<file path="config.mk">
export PLATFORM = sky130hd
export DESIGN_NAME = dma_single_channel
export DESIGN_NICKNAME = d
export VERILOG_FILES = /design/src/rtl/dce_pkg.sv /design/src/rtl/dce_size_decode.sv /design/src/rtl/dce_regs.sv /design/src/rtl/dce_seq.sv /design/src/rtl/dma_single_channel.sv
export SDC_FILE = /design/constraint.sdc
export NUM_CORES = 1
export LEC_CHECK = 0
export BUFFER_PORTS_ARGS = -buffer_cell sky130_fd_sc_hd__buf_4
export CAP_MARGIN = 20
export CORE_AREA = 2 2 245 247
export CTS_BUF_LIST = sky130_fd_sc_hd__clkbuf_2 sky130_fd_sc_hd__clkbuf_4 sky130_fd_sc_hd__clkbuf_8
export DETAILED_ROUTE_END_ITERATION = 16
export DIE_AREA = 0 0 247 249
export PLACE_DENSITY = 0.53
export SKIP_LAST_GASP = 1
export SLEW_MARGIN = 20
export SYNTH_ARGS = -nofsm -noshare
export SYNTH_HDL_FRONTEND = slang
export SYNTH_SLANG_ARGS = --single-unit
</file>
<file path="constraint.sdc">
create_clock -name clk -period 3.7 [get_ports clk]
set_clock_uncertainty 0.15 [all_clocks]
set_input_delay 0.37 -clock clk [delete_from_list [all_inputs] [get_ports clk]]
set_output_delay 0.37 -clock clk [all_outputs]
set_load 0.005 [all_outputs]
</file>
<file path="src/rtl/dce_pkg.sv">
package dce_pkg;
   localparam int REG_DW = 32;

   // Register word indices
   localparam logic [2:0] RA_SRC  = 3'd0;
   localparam logic [2:0] RA_DST  = 3'd1;
   localparam logic [2:0] RA_CNT  = 3'd2;
   localparam logic [2:0] RA_CTRL = 3'd3;
   localparam logic [2:0] RA_OPR  = 3'd4;

   // Control word bit positions
   localparam int CB_DE     = 0;
   localparam int CB_IE     = 1;
   localparam int CB_TE     = 2;
   localparam int CB_SZ     = 4;
   localparam int CB_SINGLE = 8;

   // Operation word bit positions
   localparam int OB_DME  = 0;
   localparam int OB_NMIF = 1;
   localparam int OB_AE   = 2;

   typedef enum logic [1:0] {
      SQ_IDLE  = 2'd0,
      SQ_READ  = 2'd1,
      SQ_WRITE = 2'd2
   } seq_state_t;

   // {valid, log2(bytes)} for a size code
   function automatic logic [3:0] unit_log2(input logic [2:0] code);
      case (code)
         3'd0:    unit_log2 = {1'b1, 3'd3};
         3'd1:    unit_log2 = {1'b1, 3'd0};
         3'd2:    unit_log2 = {1'b1, 3'd1};
         3'd3:    unit_log2 = {1'b1, 3'd2};
         3'd4:    unit_log2 = {1'b1, 3'd5};
         default: unit_log2 = {1'b0, 3'd0};
      endcase
   endfunction
endpackage

</file>
<file path="src/rtl/dce_size_decode.sv">
module dce_size_decode
   import dce_pkg::*;
#(
   parameter int AW = 32
) (
   input  logic [2:0]    code,
   output logic          valid,
   output logic [AW-1:0] step,
   output logic [AW-1:0] mask
);
   logic [3:0] dec;

   always_comb begin
      dec   = unit_log2(code);
      valid = dec[3];
      step  = AW'(1) << dec[2:0];
      mask  = step - AW'(1);
   end
endmodule

</file>
<file path="src/rtl/dce_regs.sv">
module dce_regs
   import dce_pkg::*;
#(
   parameter int AW = 32,
   parameter int CW = 16
) (
   input  logic              clk,
   input  logic              rst_n,
   input  logic              reg_wr,
   input  logic [2:0]        reg_addr,
   input  logic [REG_DW-1:0] reg_wdata,
   output logic [REG_DW-1:0] reg_rdata,
   input  logic              nmi_req,
   input  logic              unit_done,
   input  logic              set_te,
   input  logic              set_ae,
   input  logic [AW-1:0]     step,
   output logic [AW-1:0]     src,
   output logic [AW-1:0]     dst,
   output logic [CW-1:0]     cnt,
   output logic [2:0]        size_code,
   output logic              single,
   output logic              de,
   output logic              ie,
   output logic              te,
   output logic              dme,
   output logic              ae,
   output logic              nmif
);
   logic w_src, w_dst, w_cnt, w_ctrl, w_opr;

   assign w_src  = reg_wr && (reg_addr == RA_SRC);
   assign w_dst  = reg_wr && (reg_addr == RA_DST);
   assign w_cnt  = reg_wr && (reg_addr == RA_CNT);
   assign w_ctrl = reg_wr && (reg_addr == RA_CTRL);
   assign w_opr  = reg_wr && (reg_addr == RA_OPR);

   // Address and count registers: hardware stepping wins over software
   always_ff @(posedge clk) begin
      if (!rst_n) begin
         src <= '0;
         dst <= '0;
         cnt <= '0;
      end else begin
         if (unit_done)  src <= src + step;
         else if (w_src) src <= reg_wdata[AW-1:0];

         if (unit_done && !single) dst <= dst + step;
         else if (w_dst)           dst <= reg_wdata[AW-1:0];

         if (unit_done)  cnt <= cnt - CW'(1);
         else if (w_cnt) cnt <= reg_wdata[CW-1:0];
      end
   end

   // Channel control word
   always_ff @(posedge clk) begin
      if (!rst_n) begin
         de        <= 1'b0;
         ie        <= 1'b0;
         te        <= 1'b0;
         size_code <= 3'd0;
         single    <= 1'b0;
      end else begin
         if (w_ctrl) begin
            de        <= reg_wdata[CB_DE];
            ie        <= reg_wdata[CB_IE];
            te        <= te & reg_wdata[CB_TE];
            size_code <= reg_wdata[CB_SZ +: 3];
            single    <= reg_wdata[CB_SINGLE];
         end
         if (set_te) te <= 1'b1;
      end
   end

   // Operation register: sticky flags, clear-by-zero
   always_ff @(posedge clk) begin
      if (!rst_n) begin
         dme  <= 1'b0;
         nmif <= 1'b0;
         ae   <= 1'b0;
      end else begin
         if (w_opr) begin
            dme  <= reg_wdata[OB_DME];
            nmif <= nmif & reg_wdata[OB_NMIF];
            ae   <= ae & reg_wdata[OB_AE];
         end
         if (nmi_req) begin
            nmif <= 1'b1;
            dme  <= 1'b0;
         end
         if (set_ae) begin
            ae  <= 1'b1;
            dme <= 1'b0;
         end
      end
   end

   always_comb begin
      reg_rdata = '0;
      case (reg_addr)
         RA_SRC:  reg_rdata = REG_DW'(src);
         RA_DST:  reg_rdata = REG_DW'(dst);
         RA_CNT:  reg_rdata = REG_DW'(cnt);
         RA_CTRL: begin
            reg_rdata[CB_DE]        = de;
            reg_rdata[CB_IE]        = ie;
            reg_rdata[CB_TE]        = te;
            reg_rdata[CB_SZ +: 3]   = size_code;
            reg_rdata[CB_SINGLE]    = single;
         end
         RA_OPR: begin
            reg_rdata[OB_DME]  = dme;
            reg_rdata[OB_NMIF] = nmif;
            reg_rdata[OB_AE]   = ae;
         end
         default: reg_rdata = '0;
      endcase
   end

   AST_NMI_STOPS: assert property (@(posedge clk) disable iff (!rst_n)
      nmi_req |=> (nmif && !dme));
   AST_AE_NO_SW_SET: assert property (@(posedge clk) disable iff (!rst_n)
      (!ae && !set_ae) |=> !ae);
endmodule

</file>
<file path="src/rtl/dce_seq.sv">
module dce_seq
   import dce_pkg::*;
#(
   parameter int AW = 32,
   parameter int CW = 16,
   parameter int DW = 256
) (
   input  logic          clk,
   input  logic          rst_n,
   input  logic          dme,
   input  logic          de,
   input  logic          ae,
   input  logic          te,
   input  logic          single,
   input  logic          unit_ok,
   input  logic [AW-1:0] src,
   input  logic [AW-1:0] dst,
   input  logic [AW-1:0] mask,
   input  logic [CW-1:0] cnt,
   input  logic          mem_gnt,
   input  logic [DW-1:0] mem_rdata,
   output logic          mem_req,
   output logic          mem_we,
   output logic [AW-1:0] mem_addr,
   output logic [DW-1:0] mem_wdata,
   output logic          unit_done,
   output logic          set_te,
   output logic          set_ae
);
   seq_state_t state, state_nx;
   logic [DW-1:0] stage;
   logic go, fault, last;

   always_comb begin
      go        = dme && de && !ae && !te;
      fault     = !unit_ok || (|(src & mask)) ||
                  (single ? (|dst) : (|(dst & mask)));
      last      = (cnt == CW'(1));
      state_nx  = state;
      mem_req   = 1'b0;
      mem_we    = 1'b0;
      mem_addr  = src;
      unit_done = 1'b0;
      set_te    = 1'b0;
      set_ae    = 1'b0;
      case (state)
         SQ_IDLE: begin
            if (go) begin
               if (fault)             set_ae   = 1'b1;
               else if (cnt == '0)    set_te   = 1'b1;
               else                   state_nx = SQ_READ;
            end
         end
         SQ_READ: begin
            mem_req = 1'b1;
            if (mem_gnt) begin
               if (single) begin
                  unit_done = 1'b1;
                  set_te    = last;
                  state_nx  = SQ_IDLE;
               end else begin
                  state_nx  = SQ_WRITE;
               end
            end
         end
         SQ_WRITE: begin
            mem_req  = 1'b1;
            mem_we   = 1'b1;
            mem_addr = dst;
            if (mem_gnt) begin
               unit_done = 1'b1;
               set_te    = last;
               state_nx  = SQ_IDLE;
            end
         end
         default: state_nx = SQ_IDLE;
      endcase
   end

   always_ff @(posedge clk) begin
      if (!rst_n) begin
         state <= SQ_IDLE;
         stage <= '0;
      end else begin
         state <= state_nx;
         if (state == SQ_READ && mem_gnt) stage <= mem_rdata;
      end
   end

   assign mem_wdata = stage;

   AST_HOLD_REQ: assert property (@(posedge clk) disable iff (!rst_n)
      (mem_req && !mem_gnt) |=> (mem_req && $stable(mem_addr) && $stable(mem_we)));
   AST_ERR_NO_REQ: assert property (@(posedge clk) disable iff (!rst_n)
      ae |-> !mem_req);
endmodule

</file>
<file path="src/rtl/dma_single_channel.sv">
module dma_single_channel
   import dce_pkg::*;
#(
   parameter int AW = 32,
   parameter int CW = 16,
   parameter int DW = 256
) (
   input  logic          clk,
   input  logic          rst_n,
   input  logic          reg_wr,
   input  logic [2:0]    reg_addr,
   input  logic [31:0]   reg_wdata,
   output logic [31:0]   reg_rdata,
   input  logic          nmi_req,
   output logic          mem_req,
   output logic          mem_we,
   output logic [AW-1:0] mem_addr,
   output logic [2:0]    mem_size,
   output logic [DW-1:0] mem_wdata,
   input  logic          mem_gnt,
   input  logic [DW-1:0] mem_rdata,
   output logic          irq_end,
   output logic          irq_err
);
   localparam int MAX_UNIT_BITS = 256;

   initial begin
      assert (AW >= 6 && AW <= REG_DW) else $error("AW out of range");
      assert (CW >= 2 && CW <= REG_DW) else $error("CW out of range");
      assert (DW >= MAX_UNIT_BITS && DW % 8 == 0) else $error("DW too narrow");
   end

   logic [AW-1:0] src_q, dst_q, step, mask;
   logic [CW-1:0] cnt_q;
   logic [2:0]    size_q;
   logic single_q, de_q, ie_q, te_q, dme_q, ae_q, nmif_q;
   logic unit_ok, unit_done, set_te, set_ae;

   dce_size_decode #(.AW(AW)) u_dec (
      .code  (size_q),
      .valid (unit_ok),
      .step  (step),
      .mask  (mask)
   );

   dce_regs #(.AW(AW), .CW(CW)) u_regs (
      .clk       (clk),
      .rst_n     (rst_n),
      .reg_wr    (reg_wr),
      .reg_addr  (reg_addr),
      .reg_wdata (reg_wdata),
      .reg_rdata (reg_rdata),
      .nmi_req   (nmi_req),
      .unit_done (unit_done),
      .set_te    (set_te),
      .set_ae    (set_ae),
      .step      (step),
      .src       (src_q),
      .dst       (dst_q),
      .cnt       (cnt_q),
      .size_code (size_q),
      .single    (single_q),
      .de        (de_q),
      .ie        (ie_q),
      .te        (te_q),
      .dme       (dme_q),
      .ae        (ae_q),
      .nmif      (nmif_q)
   );

   dce_seq #(.AW(AW), .CW(CW), .DW(DW)) u_seq (
      .clk       (clk),
      .rst_n     (rst_n),
      .dme       (dme_q),
      .de        (de_q),
      .ae        (ae_q),
      .te        (te_q),
      .single    (single_q),
      .unit_ok   (unit_ok),
      .src       (src_q),
      .dst       (dst_q),
      .mask      (mask),
      .cnt       (cnt_q),
      .mem_gnt   (mem_gnt),
      .mem_rdata (mem_rdata),
      .mem_req   (mem_req),
      .mem_we    (mem_we),
      .mem_addr  (mem_addr),
      .mem_wdata (mem_wdata),
      .unit_done (unit_done),
      .set_te    (set_te),
      .set_ae    (set_ae)
   );

   assign mem_size = size_q;
   assign irq_end  = te_q && ie_q && de_q;
   assign irq_err  = ae_q;

   AST_ALIGNED: assert property (@(posedge clk) disable iff (!rst_n)
      mem_req |-> ((mem_addr & mask) == '0));
   AST_NO_MOVE_OFF: assert property (@(posedge clk) disable iff (!rst_n)
      $rose(mem_req) |-> $past(dme_q && de_q && !te_q));
   AST_CNT_STEP: assert property (@(posedge clk) disable iff (!rst_n)
      (mem_req && mem_gnt && (mem_we || single_q)) |=> (cnt_q == $past(cnt_q) - CW'(1)));
   AST_TE_AT_ZERO: assert property (@(posedge clk) disable iff (!rst_n)
      $rose(te_q) |-> (cnt_q == '0));
   AST_AE_DROPS_DME: assert property (@(posedge clk) disable iff (!rst_n)
      $rose(ae_q) |-> !dme_q);
   AST_SINGLE_NO_WRITE: assert property (@(posedge clk) disable iff (!rst_n)
      (single_q && mem_req) |-> !mem_we);
endmodule

</file>
* Word-level counts from Yosys, hierarchy flattened
Cells that the tools add are included.
** Storage, ports and cells
- Input bits :: 296
- Output and inout bits :: 327
- Logic and storage cells :: 118
- Bits in registers :: 348
** Operators by class
- Reductions and logical operators :: 34
- Shift-type cells :: 1
- Bitwise operators :: 6
- Add/sub/neg operators :: 4
- Mux-type cells :: 44
- Equality and inequality tests :: 16
** Operator list (number)
- 32-bit 2-to-1 mux :: 5
- 32-bit OR reduction :: 3
- 23-bit case mux with 3 select lines :: 1
- 32-bit adder :: 2
- 32-bit bitwise AND :: 2
- 16-bit 2-to-1 mux :: 2
- 1-bit by 3-bit << shifter with 32-bit output, first input constant :: 1
- 32-bit by 1-bit subtractor with 32-bit output, second input constant :: 1
- 1-bit 2-to-1 mux :: 21
- 4-bit case mux with 5 select lines :: 1
- 16-bit by 1-bit equality test with 1-bit output, second input constant :: 1
- 16-bit zero test :: 1
- 16-bit by 1-bit subtractor with 16-bit output, second input constant :: 1
- 3-bit case mux with 5 select lines :: 1
- 3-bit by 2-bit equality test with 1-bit output, second input constant :: 4
- 1-bit logical AND :: 12
- 2-bit 2-to-1 mux :: 6
- 3-bit case mux with 4 select lines :: 1
- 2-bit nonzero test :: 6
- 1-bit case mux with 3 select lines :: 3
- 2-bit inequality test, second input constant :: 4
- 3-bit by 1-bit equality test with 1-bit output, second input constant :: 2
- 3-bit equality test, second input constant :: 2
- 3-bit zero test :: 2
- 14 further kinds :: 20

* Logic depth before layout (Yosys ltp)
- Depth in word-level cells :: 12
- Gate-level depth with buffers :: 14

* By module
From an unflattened synthesis, not the netlist that was laid out.
** Unflattened totals
- Cells, all modules :: 2412
- Area, all modules :: 19239.7 µm²
** Modules (own cells, without submodules)
- dce_seq :: area each 10348.7 µm², instances 1, seq. area each 5165.0 µm², cells each 1238
- dce_regs :: area each 8349.3 µm², instances 1, seq. area each 1801.7 µm², cells each 1101
- dce_size_decode :: area each 535.5 µm², instances 1, seq. area each 0.0 µm², cells each 72
- dma_single_channel :: area each 6.3 µm², instances 1, seq. area each 0.0 µm², cells each 1

* Worst setup path after synthesis
Ideal clock, no wire load.
- Path kind :: reg2reg
- Start :: register u_regs.size_code[1]
- End :: register u_regs.dst[14]
- Clock period less this slack :: 3.117 ns
- Library setup time :: 0.115 ns
- Stages on the path, launching flop included :: 12
- Data arrival time :: 2.852 ns
- Path slack :: 0.583 ns
- Cells stage by stage :: dfxtp_1 buf_2 or3b_2 fa_1 nor2b_1 o21ai_0 a21boi_0 o21ai_1 nor2_1 nand2_1 and3_1 o21a_1
** On the way
- Longest elaborated chain between the ends :: 5
- Elaborated cells between the ends (all ways) :: 9
- Classes of those cells :: add/sub: 1; eq/ne: 4; shift: 1; mux: 2; reduce/logical: 1
** Ends and longest elaborated chain
- start, declared :: RTL line dce_regs.sv:21 : output logic [2:0] size_code,
- start signal, assigned :: RTL line dce_regs.sv:69 : size_code <= reg_wdata[CB_SZ +: 3];
- 3-bit equality test (tied with other cells) :: RTL line dce_pkg.sv:31 : case (code)
- 4-bit case mux with 5 select lines * :: RTL line dce_pkg.sv:31
- 1-bit by 3-bit << shifter with 32-bit output * :: RTL line dce_size_decode.sv:16 : step = AW'(1) << dec[2:0];
- 32-bit adder * :: RTL line dce_regs.sv:48 : if (unit_done && !single) dst <= dst + step;
- 32-bit 2-to-1 mux * :: RTL line dce_regs.sv:48
- end signal, assigned :: RTL line dce_regs.sv:48
- end signal, assigned :: RTL line dce_regs.sv:49 : else if (w_dst) dst <= reg_wdata[AW-1:0];
- end, declared :: RTL line dce_regs.sv:19 : output logic [AW-1:0] dst,
Mark *: on every way between the ends. The rest lies on a longest branch, timed or not.
A chain may end at the register's enable or synchronous reset.

* Worst setup path in the final report
- Start :: register u_regs.size_code[1]
- End :: register u_regs.dme
** On the way
- Longest elaborated chain between the ends :: 12
- Elaborated cells between the ends (all ways) :: 20
- Classes of those cells :: add/sub: 1; eq/ne: 4; shift: 1; mux: 5; bitwise: 2; reduce/logical: 7
** Ends and longest elaborated chain
- 3-bit equality test (tied with other cells) :: RTL line dce_pkg.sv:31
- 4-bit case mux with 5 select lines * :: RTL line dce_pkg.sv:31
- 1-bit by 3-bit << shifter with 32-bit output :: RTL line dce_size_decode.sv:16
- 32-bit by 1-bit subtractor with 32-bit output :: RTL line dce_size_decode.sv:17 : mask = step - AW'(1);
- 32-bit bitwise AND, on equally long branches :: RTL line dce_seq.sv:37, dce_seq.sv:36
- 32-bit OR reduction, on equally long branches :: RTL line dce_seq.sv:37, dce_seq.sv:36
- 1-bit 2-to-1 mux or 1-bit logical OR (tied branches) :: RTL line dce_seq.sv:37, dce_seq.sv:36
- 1-bit logical OR * :: RTL line dce_seq.sv:36 : fault = !unit_ok || (|(src & mask)) ||
- 1-bit 2-to-1 mux * :: RTL line dce_seq.sv:49 : if (fault) set_ae = 1'b1;
- 1-bit 2-to-1 mux * :: RTL line dce_seq.sv:48 : if (go) begin
- 1-bit 2-to-1 mux * :: RTL line dce_seq.sv:46 : case (state)
- 3-bit OR reduction (no source line) *
- end signal, assigned :: RTL line dce_regs.sv:84 : dme <= reg_wdata[OB_DME];
- end, declared :: RTL line dce_regs.sv:26 : output logic dme,
Marks and branches as above.

==> flow_summary.yaml <==
status:
  status: "completed"
cells_and_area:
  area_growth_pct: 61.2
  fin_cells: 3721
  nets: 3219
  finalInstanceArea_sq_mm: 0.0259
  postLayoutCoreUtil_pct: 44.1
  final_layout_size_suffix_gt1_share_pct: 28.4
worst_hold_path:
  worstHoldPathType: "in2reg"
route:
  wl_mm: 73.0
  drt-pass1-iter-count: 8
  drcViolationCount: 0
  viasPerCell: 4.88
  wl_per_cell_um: 19.6
  vias: 18200
  ant_nets: 0
  drtIter0Drc: 1109
timing:
  setup-tns-final_ps: 0
  postLayoutSetupSlackWorst_ps: 240
  fmax_ghz: 0.289
  hold_ws_ps: 113
  worst_slew_pin_slew_ps: 949
  finalHoldViolations: 0
  rsz0062_at_grt: "false"
  fin_crit_sh_pct: 93.5
  relSlewSlack_pct: 36.5
  min_period_ps: 3460
  report.final.slew_viol_count: 0
  setup_viol: 0
pwr:
  total_power_mw: 8.89
  power_density_mw_per_mm2: 343
  p_leak_nw: 10.8
  seqPwrFrac_pct: 43.1
  p_int_mw: 6.66
  switching_power_mw: 2.23
  swShare_pct: 25.1
  p_comb_share_pct: 10.2
  vdd_ir_drop_max_mv: 0.291
  pwr-share-clk_pct: 46.7
placed_design:
  dpl.hpwl_mm: 53.0
  place_area_sq_mm: 0.0215
  dp_cells: 3305
  dp_slack_ps: 221
  numPortBuffers: 622
  place.gp.congestion: 0.922
floorplanning:
  fp.dieW_um: 247
  fp.dieH_um: 249
  fp-row-count: 89
  ios: 623
  start_util_pct: 27.4
  core_sq_mm: 0.0587
  die-area_sq_mm: 0.0615
synth:
  syn_avg_cell_area_sq_um: 7.96
  yosys_warnings: 0
  synth_largest_area_cell: "dfxtp_1"
  synthTopCellsByArea: "dfxtp_1, nand2_1, a21boi_0"
  netlist_instances: 2017
  syn_area_sq_mm: 0.0161
  ys_seq_area_share_pct: 43.4
  async_reset_ff_share_pct: 0
  synth_edf_count: 0
  synth_cell_types: 81
  yosysTopAreaCellShare_pct: 43.4
  synth-main-ff-cell: "dfxtp_1"
  yosys_register_bits: 348
clocking:
  cts_buffers: 69
  clk_pin_slew_ps: 60
  cts.sinks: 348
  clk_latency_ps: 640
  clockBufferDepth: 3
  cts-root-buf: "clkbuf_8"
  htreeDepth: 3
  cts_tree: "built"
setup_path:
  crit_required_ps: 4120
  crit_path_end_kind: "register"
  path_class: "reg2reg"
  worstPathMaxFanout: 9
  crit_arrival_ps: 3880
  crit_path_start_kind: "register"
grt:
  grt_overflow: 0
  antenna_found_initial: 7
  grt_pass1_vias: 18000
  grt_max_degree: 207
  grtUsageTotal_pct: 22.8
  grt_pass1_wl_mm: 109
job:
  maxCapViolCount: 0
## Yosys cell counts (all sizes together), types with 4 or more instances
master  count
buf        22
and3       24
inv        22
nand4      13
mux4        5
nor2      108
nor2b      18
a221oi      6
mux2i      43
o22ai       5
o21ai      64
a211oi     24
a31oi       5
clkbuf    119
and2        7
nand3      25
dfxtp     348
nand2     605
nor4       15
nand2b      7
o211a       5
a21boi    151
ha         27
xnor2       9
or3         4
o21a       15
a21oi     166
nor3       33
mux2       30
a21o        6
xor2        6
a311oi     21
or2         4
## cell families (layout without fill, tap and decap cells)
group                      Yosys count  in the layout  synth area share, %
muxes                               78             78                 5.51
adders and majority gates           29             29                 2.35
other                                2             11               0.0468
and+or+nand+nor                    882            882                 23.7
AOI/OAI and AO/OA                  500            500                 20.3
xor gates and xnor gates            15             15                0.818
DFF                                348            348                 43.4
buffers and inverters              163           1085                 3.90
## final timing paths
check | start | end | slack, ps | cells after the start
worst max register to register | u_regs.size_code[1] | u_regs.dme | 240 | 11
worst min register to register | u_seq.mem_wdata[16] | u_seq.mem_wdata[16] | 300 | 2
worst min-delay path | reg_wr | u_regs.cnt[0] | 110 | 5
worst max-delay path | u_regs.size_code[1] | u_regs.dme | 240 | 11
## power groups by stage
stage                     clock, mW  sequential [mW]  combinational (mW)
after detailed placement          0             3.91               0.634
after floorplan                   0             3.88               0.260
after global placement            0             3.91               0.630
after CTS                      4.27             3.83               0.899
after global routing           4.46             3.83               0.967
final                          4.15             3.83               0.908
## layer usage
layer	up-vias	global-route usage, %	part of all wire [%]
met3	150	5.19	6.6
li1	8670	-	-
met4	4	8.12	3.4
met1	8630	27.6	41
met5	-	0	0.032
met2	701	39.3	49
## worst max-delay path, stage by stage (launching register included)
cell,delay (ps)
dfxtp_1,500
or3b_2,580
ha_1,330
nand2b_1,100
nand4_1,80
a2111oi_0,350
a41oi_1,110
nor3_2,140
buf_4,150
nor2_1,60
nor4b_1,270
dlygate4sd3_1,580
## sequential cells by signal, summed over array words and instances, names as in the netlist
| register | count |
|---|---|
| u_regs.dst | 32 |
| u_seq.mem_wdata | 256 |
| u_regs.src | 32 |
| u_regs.ae | 1 |
| u_regs.cnt | 16 |
| u_seq.state | 2 |
| u_regs.size_code | 3 |
| u_regs.dme | 1 |
| u_regs.te | 1 |
| u_regs.ie | 1 |
| u_regs.single | 1 |
| u_regs.de | 1 |
| u_regs.nmif | 1 |
## area by class of cell
type	instances	area [sq um]
Fill cell	5810	32800
Multi-Input combinational cell	1512	8520
Timing Repair Buffer	941	7890
Sequential cell	348	6970
Clock buffer	109	1360
Tap cell	773	967
Clock inverter	13	97.6
Inverter	22	85.1
Antenna cell	3	7.51
## layout by cell type (no fill, tap or decap), drive strengths merged, types with 26 or more instances in the layout
| cell type | instances |
|---|---|
| buf | 651 |
| a21boi | 151 |
| mux2 | 30 |
| inv | 26 |
| a21oi | 166 |
| dlygate4sd3 | 290 |
| nand2 | 605 |
| clkbuf | 109 |
| nor2 | 108 |
| o21ai | 64 |
| mux2i | 43 |
| ha | 27 |
| nor3 | 33 |
| dfxtp | 348 |
## what timing repair did
action                     4_1_cts  5_1_grt
buffers inserted                 0        1
hold endpoints to repair       339        0
hold buffers                   290        0
gates resized for setup          0        2
setup endpoints to repair        0        5
Power figures use the tool's default switching activity.
